[config.mk]
export PLATFORM = sky130hd
export DESIGN_NAME = blk_xfer_seq
export DESIGN_NICKNAME = d
export VERILOG_FILES = /design/src/rtl/blkseq_pkg.sv /design/src/rtl/blk_seq_ctrl.sv /design/src/rtl/blk_seq_dp.sv /design/src/rtl/blk_xfer_seq.sv
export SDC_FILE = /design/constraint.sdc
export NUM_CORES = 1
export LEC_CHECK = 0
export CAP_MARGIN = 25
export CELL_PAD_IN_SITES_DETAIL_PLACEMENT = 1
export CELL_PAD_IN_SITES_GLOBAL_PLACEMENT = 1
export CORE_MARGIN = 2
export CORE_UTILIZATION = 34
export CTS_BUF_LIST = sky130_fd_sc_hd__clkbuf_4 sky130_fd_sc_hd__clkbuf_8
export CTS_CLUSTER_SIZE = 30
export DETAILED_ROUTE_END_ITERATION = 10
export PLACE_DENSITY_LB_ADDON = 0.1
export SLEW_MARGIN = 20
export SYNTH_ARGS = -nofsm -noshare
export SYNTH_HDL_FRONTEND = slang
export SYNTH_HIERARCHICAL = 1
export SYNTH_SLANG_ARGS = --single-unit
[constraint.sdc]
create_clock -name clk -period 3.7 [get_ports clk]
set_input_delay 0.37 -clock clk [delete_from_list [all_inputs] [get_ports clk]]
set_output_delay 0.37 -clock clk [all_outputs]
set_load 0.02 [all_outputs]
[src/rtl/blkseq_pkg.sv]
package blkseq_pkg;

  localparam int DATA_W = 8;

  // flag bit positions (fixed by the core's flag register layout)
  localparam int FLAG_S  = 7;
  localparam int FLAG_Z  = 6;
  localparam int FLAG_PV = 2;
  localparam int FLAG_N  = 1;

  localparam logic [DATA_W-1:0] COPY_KEEP   = 8'hC1; // S, Z, C kept
  localparam logic [DATA_W-1:0] SEARCH_KEEP = 8'h01; // C kept
  localparam logic [DATA_W-1:0] HALF_MASK   = 8'h10;

  typedef enum logic [0:0] {
    OP_COPY   = 1'b0,
    OP_SEARCH = 1'b1
  } opKind_e;

  typedef enum logic [1:0] {
    ST_IDLE,
    ST_READ,
    ST_WRITE,
    ST_UPDATE
  } seqState_e;

  typedef struct packed {
    logic load;     // capture operands at start
    logic capture;  // latch read byte
    logic commit;   // write back one iteration
    logic lastStep; // iteration is the final one
    logic pause;    // iteration ends early on stop request
  } seqStrobe_t;

  // undocumented bits: bit 5 from v[1], bit 3 from v[3]
  function automatic logic [DATA_W-1:0] yxBits(input logic [DATA_W-1:0] v);
    return ((v << 4) & 8'h20) | (v & 8'h08);
  endfunction

endpackage

[src/rtl/blk_seq_ctrl.sv]
module blk_seq_ctrl
  import blkseq_pkg::*;
(
  input  logic       clk,
  input  logic       rstN,
  input  logic       start,
  input  opKind_e    opKind,
  input  logic       stopReq,
  input  logic       memReady,
  input  logic       lastIter,
  output seqStrobe_t strb,
  output logic       memReq,
  output logic       memWe,
  output logic       busy,
  output logic       done
);

  seqState_e state, stateNext;
  opKind_e   kindReg;

  always_comb begin
    stateNext = state;
    strb      = '0;
    memReq    = 1'b0;
    memWe     = 1'b0;
    unique case (state)
      ST_IDLE: begin
        if (start) begin
          strb.load = 1'b1;
          stateNext = ST_READ;
        end
      end
      ST_READ: begin
        memReq = 1'b1;
        if (memReady) begin
          strb.capture = 1'b1;
          stateNext    = (kindReg == OP_SEARCH) ? ST_UPDATE : ST_WRITE;
        end
      end
      ST_WRITE: begin
        memReq = 1'b1;
        memWe  = 1'b1;
        if (memReady) stateNext = ST_UPDATE;
      end
      ST_UPDATE: begin
        strb.commit = 1'b1;
        if (lastIter) begin
          strb.lastStep = 1'b1;
          stateNext     = ST_IDLE;
        end else if (stopReq) begin
          strb.pause = 1'b1;
          stateNext  = ST_IDLE;
        end else begin
          stateNext = ST_READ;
        end
      end
      default: stateNext = ST_IDLE;
    endcase
  end

  always_ff @(posedge clk or negedge rstN) begin
    if (!rstN) begin
      state   <= ST_IDLE;
      kindReg <= OP_COPY;
      done    <= 1'b0;
    end else begin
      state <= stateNext;
      done  <= strb.commit & (strb.lastStep | strb.pause);
      if (strb.load) kindReg <= opKind;
    end
  end

  assign busy = (state != ST_IDLE);

endmodule

[src/rtl/blk_seq_dp.sv]
module blk_seq_dp
  import blkseq_pkg::*;
#(
  parameter int ADDR_W       = 16,
  parameter int CYC_W        = 32,
  parameter int CONT_COST    = 21,
  parameter int FINAL_COST   = 16,
  parameter int REFRESH_STEP = 2
) (
  input  logic              clk,
  input  logic              rstN,
  input  seqStrobe_t        strb,
  input  logic              writePhase,
  input  opKind_e           opKind,
  input  logic              stepDown,
  input  logic              repeatOp,
  input  logic [ADDR_W-1:0] hlIn,
  input  logic [ADDR_W-1:0] deIn,
  input  logic [ADDR_W-1:0] bcIn,
  input  logic [DATA_W-1:0] accIn,
  input  logic [DATA_W-1:0] flagsIn,
  input  logic [DATA_W-1:0] memRdata,
  output logic [ADDR_W-1:0] memAddr,
  output logic [DATA_W-1:0] memWdata,
  output logic              lastIter,
  output logic [ADDR_W-1:0] hlOut,
  output logic [ADDR_W-1:0] deOut,
  output logic [ADDR_W-1:0] bcOut,
  output logic [DATA_W-1:0] flagsOut,
  output logic [CYC_W-1:0]  cycleCount,
  output logic [7:0]        refreshAdv,
  output logic              rewind
);

  localparam logic [CYC_W-1:0]  CONT_ADD  = CYC_W'(CONT_COST);
  localparam logic [CYC_W-1:0]  FINAL_ADD = CYC_W'(FINAL_COST);
  localparam logic [7:0]        REF_ADD   = 8'(REFRESH_STEP);
  localparam logic [ADDR_W-1:0] ONE       = ADDR_W'(1);

  logic [ADDR_W-1:0] hl, de, bc;
  logic [DATA_W-1:0] acc, flags, byteReg;
  logic              down, rep;
  opKind_e           kind;

  logic [ADDR_W-1:0] hlNext, deNext, bcNext;
  logic [DATA_W-1:0] diff, adjusted, sumN, copyFlags, searchFlags, newFlags;
  logic              bcNz, halfBorrow, match;

  always_comb begin
    hlNext     = down ? hl - ONE : hl + ONE;
    deNext     = down ? de - ONE : de + ONE;
    bcNext     = bc - ONE;
    bcNz       = |bcNext;
    diff       = acc - byteReg;
    match      = (diff == '0);
    halfBorrow = |((acc ^ byteReg ^ diff) & HALF_MASK);
    adjusted   = diff - DATA_W'(halfBorrow);
    sumN       = byteReg + acc;

    copyFlags = (flags & COPY_KEEP) | yxBits(sumN);
    copyFlags[FLAG_PV] = bcNz;

    searchFlags = (flags & SEARCH_KEEP) | yxBits(adjusted);
    searchFlags[FLAG_S]  = diff[DATA_W-1];
    searchFlags[FLAG_Z]  = match;
    searchFlags[4]       = halfBorrow;
    searchFlags[FLAG_PV] = bcNz;
    searchFlags[FLAG_N]  = 1'b1;

    newFlags = (kind == OP_SEARCH) ? searchFlags : copyFlags;
    if (strb.pause) newFlags[FLAG_PV] = 1'b1;

    lastIter = !rep || !bcNz || ((kind == OP_SEARCH) && match);
  end

  always_ff @(posedge clk or negedge rstN) begin
    if (!rstN) begin
      hl         <= '0;
      de         <= '0;
      bc         <= '0;
      acc        <= '0;
      flags      <= '0;
      byteReg    <= '0;
      down       <= 1'b0;
      rep        <= 1'b0;
      kind       <= OP_COPY;
      cycleCount <= '0;
      refreshAdv <= '0;
      rewind     <= 1'b0;
    end else begin
      if (strb.load) begin
        hl         <= hlIn;
        de         <= deIn;
        bc         <= bcIn;
        acc        <= accIn;
        flags      <= flagsIn;
        down       <= stepDown;
        rep        <= repeatOp;
        kind       <= opKind;
        cycleCount <= '0;
        refreshAdv <= '0;
        rewind     <= 1'b0;
      end
      if (strb.capture) byteReg <= memRdata;
      if (strb.commit) begin
        hl         <= hlNext;
        bc         <= bcNext;
        flags      <= newFlags;
        cycleCount <= cycleCount + (strb.lastStep ? FINAL_ADD : CONT_ADD);
        refreshAdv <= refreshAdv + REF_ADD;
        rewind     <= strb.pause;
        if (kind == OP_COPY) de <= deNext;
      end
    end
  end

  assign memAddr  = writePhase ? de : hl;
  assign memWdata = byteReg;
  assign hlOut    = hl;
  assign deOut    = de;
  assign bcOut    = bc;
  assign flagsOut = flags;

endmodule

[src/rtl/blk_xfer_seq.sv]
module blk_xfer_seq
  import blkseq_pkg::*;
#(
  parameter int ADDR_W       = 16,
  parameter int CYC_W        = 32,
  parameter int CONT_COST    = 21,
  parameter int FINAL_COST   = 16,
  parameter int REFRESH_STEP = 2
) (
  input  logic              clk,
  input  logic              rstN,
  input  logic              start,
  input  logic              opKind,
  input  logic              stepDown,
  input  logic              repeatOp,
  input  logic              stopReq,
  input  logic [ADDR_W-1:0] hlIn,
  input  logic [ADDR_W-1:0] deIn,
  input  logic [ADDR_W-1:0] bcIn,
  input  logic [7:0]        accIn,
  input  logic [7:0]        flagsIn,
  output logic              memReq,
  output logic              memWe,
  output logic [ADDR_W-1:0] memAddr,
  output logic [7:0]        memWdata,
  input  logic [7:0]        memRdata,
  input  logic              memReady,
  output logic [ADDR_W-1:0] hlOut,
  output logic [ADDR_W-1:0] deOut,
  output logic [ADDR_W-1:0] bcOut,
  output logic [7:0]        flagsOut,
  output logic [CYC_W-1:0]  cycleCount,
  output logic [7:0]        refreshAdv,
  output logic              rewind,
  output logic              busy,
  output logic              done
);

  seqStrobe_t strb;
  logic       lastIter;
  opKind_e    kindIn;

  assign kindIn = opKind_e'(opKind);

  blk_seq_ctrl u_ctrl (
    .clk      (clk),
    .rstN     (rstN),
    .start    (start),
    .opKind   (kindIn),
    .stopReq  (stopReq),
    .memReady (memReady),
    .lastIter (lastIter),
    .strb     (strb),
    .memReq   (memReq),
    .memWe    (memWe),
    .busy     (busy),
    .done     (done)
  );

  blk_seq_dp #(
    .ADDR_W       (ADDR_W),
    .CYC_W        (CYC_W),
    .CONT_COST    (CONT_COST),
    .FINAL_COST   (FINAL_COST),
    .REFRESH_STEP (REFRESH_STEP)
  ) u_dp (
    .clk        (clk),
    .rstN       (rstN),
    .strb       (strb),
    .writePhase (memWe),
    .opKind     (kindIn),
    .stepDown   (stepDown),
    .repeatOp   (repeatOp),
    .hlIn       (hlIn),
    .deIn       (deIn),
    .bcIn       (bcIn),
    .accIn      (accIn),
    .flagsIn    (flagsIn),
    .memRdata   (memRdata),
    .memAddr    (memAddr),
    .memWdata   (memWdata),
    .lastIter   (lastIter),
    .hlOut      (hlOut),
    .deOut      (deOut),
    .bcOut      (bcOut),
    .flagsOut   (flagsOut),
    .cycleCount (cycleCount),
    .refreshAdv (refreshAdv),
    .rewind     (rewind)
  );

endmodule

==> results of run 1 <==
## cells by family after synthesis
group	count (synthesis)	synth area share
AOI/OAI and AO/OA	240	0.197
xor gates and xnor gates	36	0.0398
adders and majority gates	52	0.0850
buffers and inverters	75	0.0360
DFF	119	0.376
muxes	66	0.0884
other	1	0.000473
and+or+nand+nor	276	0.177
## power breakdown
| group | internal (µW) | switching (µW) |
|---|---|---|
| sequential | 1850 | 595 |
| clock | 586 | 626 |
| combinational | 3740 | 4330 |
| total | 6180 | 5550 |
## layout make-up
cell class / instances / area [µm²]
Fill cell: 2607 / 11500
Multi-Input combinational cell: 671 / 4790
Sequential cell: 119 / 2980
Timing Repair Buffer: 268 / 2550
Tap cell: 313 / 392
Clock buffer: 19 / 262
Inverter: 36 / 138
Clock inverter: 13 / 131
## final timing paths
path                               startpoint                   to  slack (ns)  cells past startpoint
setup / recovery             u_dp/memWdata[0]  u_dp/cycleCount[17]        -0.1                     18
hold / removal                           rstN  u_dp/cycleCount[18]        0.03                      1
setup reg to reg             u_dp/memWdata[0]  u_dp/cycleCount[17]        -0.1                     18
hold reg to reg            u_dp/refreshAdv[7]   u_dp/refreshAdv[7]        0.50                      1
max in group asynchronous                rstN       u_dp/deOut[11]        2.81                      2
min in group clk                     accIn[0]          u_dp/acc[0]        0.47                      3
## placed cells by master (no fill, tap or decap), types with 34 or more instances in the layout
master and count:
nand2_1 88, buf_4 62, a21oi_1 53, inv_1 34
dfrtp_1 117, mux2i_1 37, o21ai_0 59, clkdlybuf4s50_1 202
ha_1 46, nor2_1 36
## per-stage QoR
step	util	TNS [ns]
after global placement	0.469	-1.16
after floorplan	-	-0.246
after detailed placement	0.469	-2.68
after global routing	0.494	-5.14
after CTS	0.492	-0.145
final	0.494	-0.342
## registers in the layout, indices dropped and copies added (netlist names)
register	flops
u_dp/acc	8
u_dp/refreshAdv	7
u_ctrl/done	1
u_dp/kind	1
u_dp/flagsOut	8
u_dp/cycleCount	32
u_dp/bcOut	16
u_dp/deOut	16
u_ctrl/state	2
u_dp/hlOut	16
u_dp/memWdata	8
u_dp/rep	1
u_ctrl/kindReg	1
u_dp/rewind	1
u_dp/down	1
## routing by layer
metal,track usage,vias up,part of all wire
met2,0.358,142,0.48
met4,0.0446,0,0.0073
met3,0.0335,12,0.037
met5,0,-,0
li1,-,3686,-
met1,0.300,3753,0.48
## what timing repair did
action / CTS / global route
buffers inserted: 8 / 3
endpoints found under the hold margin: 0 / 0
resized for setup: 11 / 9
setup endpoints to repair: 25 / 26
pin swaps: 12 / 4
cloned: 0 / 0
==> metrics.md, run 1 <==
| Metric | Value |
|---|---|
| Outcome | finished with violations |
| Failing checks | negative setup slack |
| Starting density of the core | 0.348 |
| Slowest cell on crit path | dfrtp_2 |
| Buffers on Ports | 203 |
| CTS tree | yes |
| CP cell instances | ha_4, fa_2, nand2b_4, a21oi_4, mux2i_1, o2111ai_1, a211oi_2, nand3b_1, and2_4, inv_4, ha_4, a31o_4, and3_4, a21oi_4, buf_6, nand4b_1, o211ai_1, o31ai_1 |
| CTS H-tree lvls | 4 |
| Slew Limit Headroom | 0.420 |
| Vias in the first global route | 7948 |
| Seq/Total Area, Yosys | 0.376 |
| Syn nets | 997 |
| Final routed DRC violation total | 0 |
| Fin worst setup slack | -0.0986 ns |
| Synth Warn # | 6 |
| First-pass GRT wire length | 42.2 mm |
| Final HPWL from detailed placement | 19.2 mm |
| Tightest Pin Transition | 0.870 ns |
| Count leader, synth | dfrtp_1 |
| Fin. max-slew vios | 0 |
| Drt wl/cell | 17.9 µm |
| Yosys top cell by area | dfrtp_1 |
| Placer's final routability congestion estimate | 0.794 |
| WL final | 25.8 mm |
| HP Class | in2async |
| Vias/cell | 5.28 |
| Synth top area share | 0.376 |
| Syn avg cell area | 9.16 µm² |
| Power Total | 11700 µW |
| Clk_skew | 0.0223 ns |
| Antenna cells | 0 |
| Die area | 24500 µm² |
| FP Rows | 55 |
| Max-cap violations | 0 |
| Placed inst area | 10700 µm² |
| Synth cell count leaders | dfrtp_1 (119), nand2_1 (88), o21ai_0 (62), a21oi_1 (56), ha_1 (49) |
| CP required | 4.02 ns |
| CP max FO | 6 |
| Cell count after placement | 1396 |
| VDD IR max | 0.000530 V |
| Total track usage | 0.217 |
| Die height | 157 µm |
| Fin nets | 1245 |
| LEAKAGE | 0.00462 µW |
| Max clock buf depth | 2 |
| Synth-to-Final Area Change | 41.9% |
| Synthesized area | 7920 µm² |
| CP Launch Type | flip-flop |
| Buf+Inv Stages, Crit Path | 2 |
| # IOs | 205 |
| DR pass1 iterations | 4 |
| Seq cells post-synth | 119 |
| Crit-path leading delay family | compound AO/OA/AOI/OAI gates |
| Critical path's largest stage delay | 0.44 ns |
| Kind of critical path | reg2reg |
| DR iter-0 viols | 274 |
| Max Clk Rate | 263 MHz |
| # clock sinks | 119 |
| Synth cell types | 71 |
| # setup viols final | 9 |
| Clock-pin slew on the worst setup and hold paths | 0.09 ns |
| Die W | 157 µm |
| RSZ-0062 raised after global routing | true |
| Tmin final | 3.80 ns |
| CTS Buf Count | 17 |
| Initial antenna violation count | 0 |
| Final cell count without fillers | 1439 |
| Async SR Flop Fraction | 1.00 |
| Gr ovfl total | 0 |
| Final Hold Viols | 0 |
| EDFF count, synth | 0 |
| WP data arrival | 4.12 ns |
| Largest net degree at the start of global routing | 64 |
| Layout cell share with drive strength beyond 1 | 0.146 |
| Synthesized instance count | 865 |
| Via count | 7593 |
| CTS Hold Bufs | 0 |
| WHS | 0.0300 ns |
| Clock Latency Late Sink | 0.45 ns |
| Synth top area cells | dfrtp_1 (38%), ha_1 (7.7%), mux2i_1 (4.7%), nand2_1 (4.2%), o21ai_0 (3.9%) |
| Final period utilization | 1.03 |
| Worst setup EP type | flip-flop |
| Pwr Density | 1040 nW/µm² |
| Fin area | 11200 µm² |
| Final ANT Viol Nets | 0 |
| Root Driver | clkbuf_8 |
| Dpl ws | -0.308 ns |
| Core box area | 22800 µm² |
| Synth Flop Type | dfrtp_1 |
Power figures use the tool's default switching activity.
==> run 2: changes to the inputs <==
Settings changed: TNS_END_PERCENT from default to 50.
==> run 2 against run 1 <==
Compared with the run above: the run still ends with negative setup slack left; die area stayed put; global-route usage unchanged; non-clock buffer count is the same; core utilization stayed put; via count is 0.12% higher; sequential cell count is the same; clock skew stayed put; final cell count stayed put; highest routed layer unchanged.
==> metrics.md, run 2 (same netlist as run 1, synthesis figures left out) <==
| Metric | Value |
|---|---|
| Biggest register | u_dp/cycleCount |
| Filler cells | 2607 |
| LEAKAGE | 0.00462 µW |
| Max clock buf depth | 2 |
| First-pass GRT wire length | 42.2 mm |
| VDD IR max | 0.000530 V |
| Die area | 24500 µm² |
| # clock sinks | 119 |
| Max Clk Rate | 263 MHz |
| DR iter-0 viols | 270 |
| # IOs | 205 |
| Final Hold Viols | 0 |
| Max reg flops | 32 |
| Max-cap violations | 0 |
| CTS Buf Count | 17 |
| Pwr Density | 1040 nW/µm² |
| Failing checks | negative setup slack |
| Kind of critical path | reg2reg |
| Clock Latency Late Sink | 0.45 ns |
| Placer's final routability congestion estimate | 0.794 |
| Final period utilization | 1.03 |
| Layout cell share with drive strength beyond 1 | 0.146 |
| Register-to-register setup slack | -0.1 ns |
| # setup viols final | 9 |
| Fin. max-slew vios | 0 |
| Vias in the first global route | 7948 |
| Final HPWL from detailed placement | 19.2 mm |
| Vias/cell | 5.28 |
| CTS H-tree lvls | 4 |
| Total track usage | 0.217 |
| Most frequent cells in the layout | clkdlybuf4s50_1 (202), dfrtp_1 (117), nand2_1 (88) |
| Clock-pin slew on the worst setup and hold paths | 0.09 ns |
| Fin nets | 1245 |
| Initial antenna violation count | 0 |
| Cell count after placement | 1396 |
| RSZ-0062 raised after global routing | true |
| Starting density of the core | 0.348 |
| CP Launch Type | flip-flop |
| HP Class | in2async |
| Clk_skew | 0.0223 ns |
| Largest net degree at the start of global routing | 64 |
| CP max FO | 6 |
| WP data arrival | 4.12 ns |
| Synth-to-Final Area Change | 41.9% |
| Die W | 157 µm |
| Fin worst setup slack | -0.0993 ns |
| Root Driver | clkbuf_8 |
| Tmin final | 3.80 ns |
| Final core occ | 0.494 |
| Gr ovfl total | 0 |
| DR pass1 iterations | 4 |
| Outcome | finished with violations |
| Power Total | 11700 µW |
| Drt wl/cell | 17.9 µm |
| WL final | 25.8 mm |
| CTS tree | yes |
| Final routed DRC violation total | 0 |
| Buffers on Ports | 203 |
| Slew Limit Headroom | 0.419 |
| Leading cell type in the layout, fill and taps excluded | clkdlybuf4s50_1 |
| CP required | 4.02 ns |
| FP Rows | 55 |
| Via count | 7602 |
| Fin area | 11200 µm² |
| Core box area | 22800 µm² |
| Tightest Pin Transition | 0.871 ns |
| Placed inst area | 10700 µm² |
| Die height | 157 µm |
| Worst setup EP type | flip-flop |
| Antenna cells | 0 |
| Final ANT Viol Nets | 0 |
| Final cell count without fillers | 1439 |
run 2: worst max-delay path: stages (launching register included):
cell,delay (ns)
dfrtp_2,0.44
ha_4,0.17
fa_2,0.37
nand2b_4,0.16
a21oi_4,0.14
mux2i_1,0.19
o2111ai_1,0.15
a211oi_2,0.26
nand3b_1,0.18
and2_4,0.16
inv_4,0.04
ha_4,0.26
a31o_4,0.15
and3_4,0.19
a21oi_4,0.04
buf_6,0.14
nand4b_1,0.29
o211ai_1,0.25
o31ai_1,0.10
run 2: final cells by class:
class	instances	area (µm²)	share of cell area
clock buffer	19	262	0.0233
sequential	119	2980	0.265
tap	313	392	0.0348
multi-input combinational	671	4790	0.426
clock inverter	13	131	0.0117
inverter	36	138	0.0122
timing repair buffer	268	2550	0.227
run 2: per-layer routing:
metal | up-vias | global-route usage | part of all wire
met5 | - | 0 | 0
met4 | 0 | 0.0446 | 0.0073
met3 | 12 | 0.0335 | 0.034
met2 | 137 | 0.358 | 0.48
met1 | 3767 | 0.300 | 0.48
li1 | 3686 | - | -
run 2: worst paths after layout:
| kind | startpoint | endpoint | depth (start not counted) |
|---|---|---|---|
| max | u_dp/memWdata[0] | u_dp/cycleCount[17] | 18 |
| min | rstN | u_dp/cycleCount[18] | 1 |
| max reg2reg | u_dp/memWdata[0] | u_dp/cycleCount[17] | 18 |
| min reg2reg | u_dp/refreshAdv[7] | u_dp/refreshAdv[7] | 1 |
| max in group asynchronous | rstN | u_dp/deOut[11] | 2 |
| min in group clk | accIn[0] | u_dp/acc[0] | 3 |
run 2: metrics by stage:
stage | setup slack (ns) | setup TNS (ns) | hold slack (ns)
floorplan | -0.0624 | -0.246 | 0.0744
global placement | -0.202 | -1.16 | 0.479
detailed placement | -0.308 | -2.68 | 0.479
CTS | -0.0717 | -0.145 | 0.0404
global route | -0.298 | -5.14 | 0.0733
finish | -0.0993 | -0.352 | 0.0300
run 2: report_power, final:
group	leakage, µW	total [µW]	switching, µW	internal [µW]
Sequential	0.00147	2450	595	1850
Clock	0.000197	1210	627	586
Combinational	0.00295	8070	4330	3740
Total	0.00462	11700	5550	6180
run 2: timing repair:
action / CTS / global route
hold buffers: 0 / 0
gates resized for setup: 11 / 9
setup buffers: 8 / 3
pin swaps: 12 / 4
setup endpoints to repair: 25 / 26
==> run 3: changes to the inputs <==
Settings changed: CAP_MARGIN 25 to 5, CTS_CLUSTER_SIZE 30 to 25.
==> results of run 3 <==
Same layout as run 2: the final DEF is identical, and so are final timing and power.
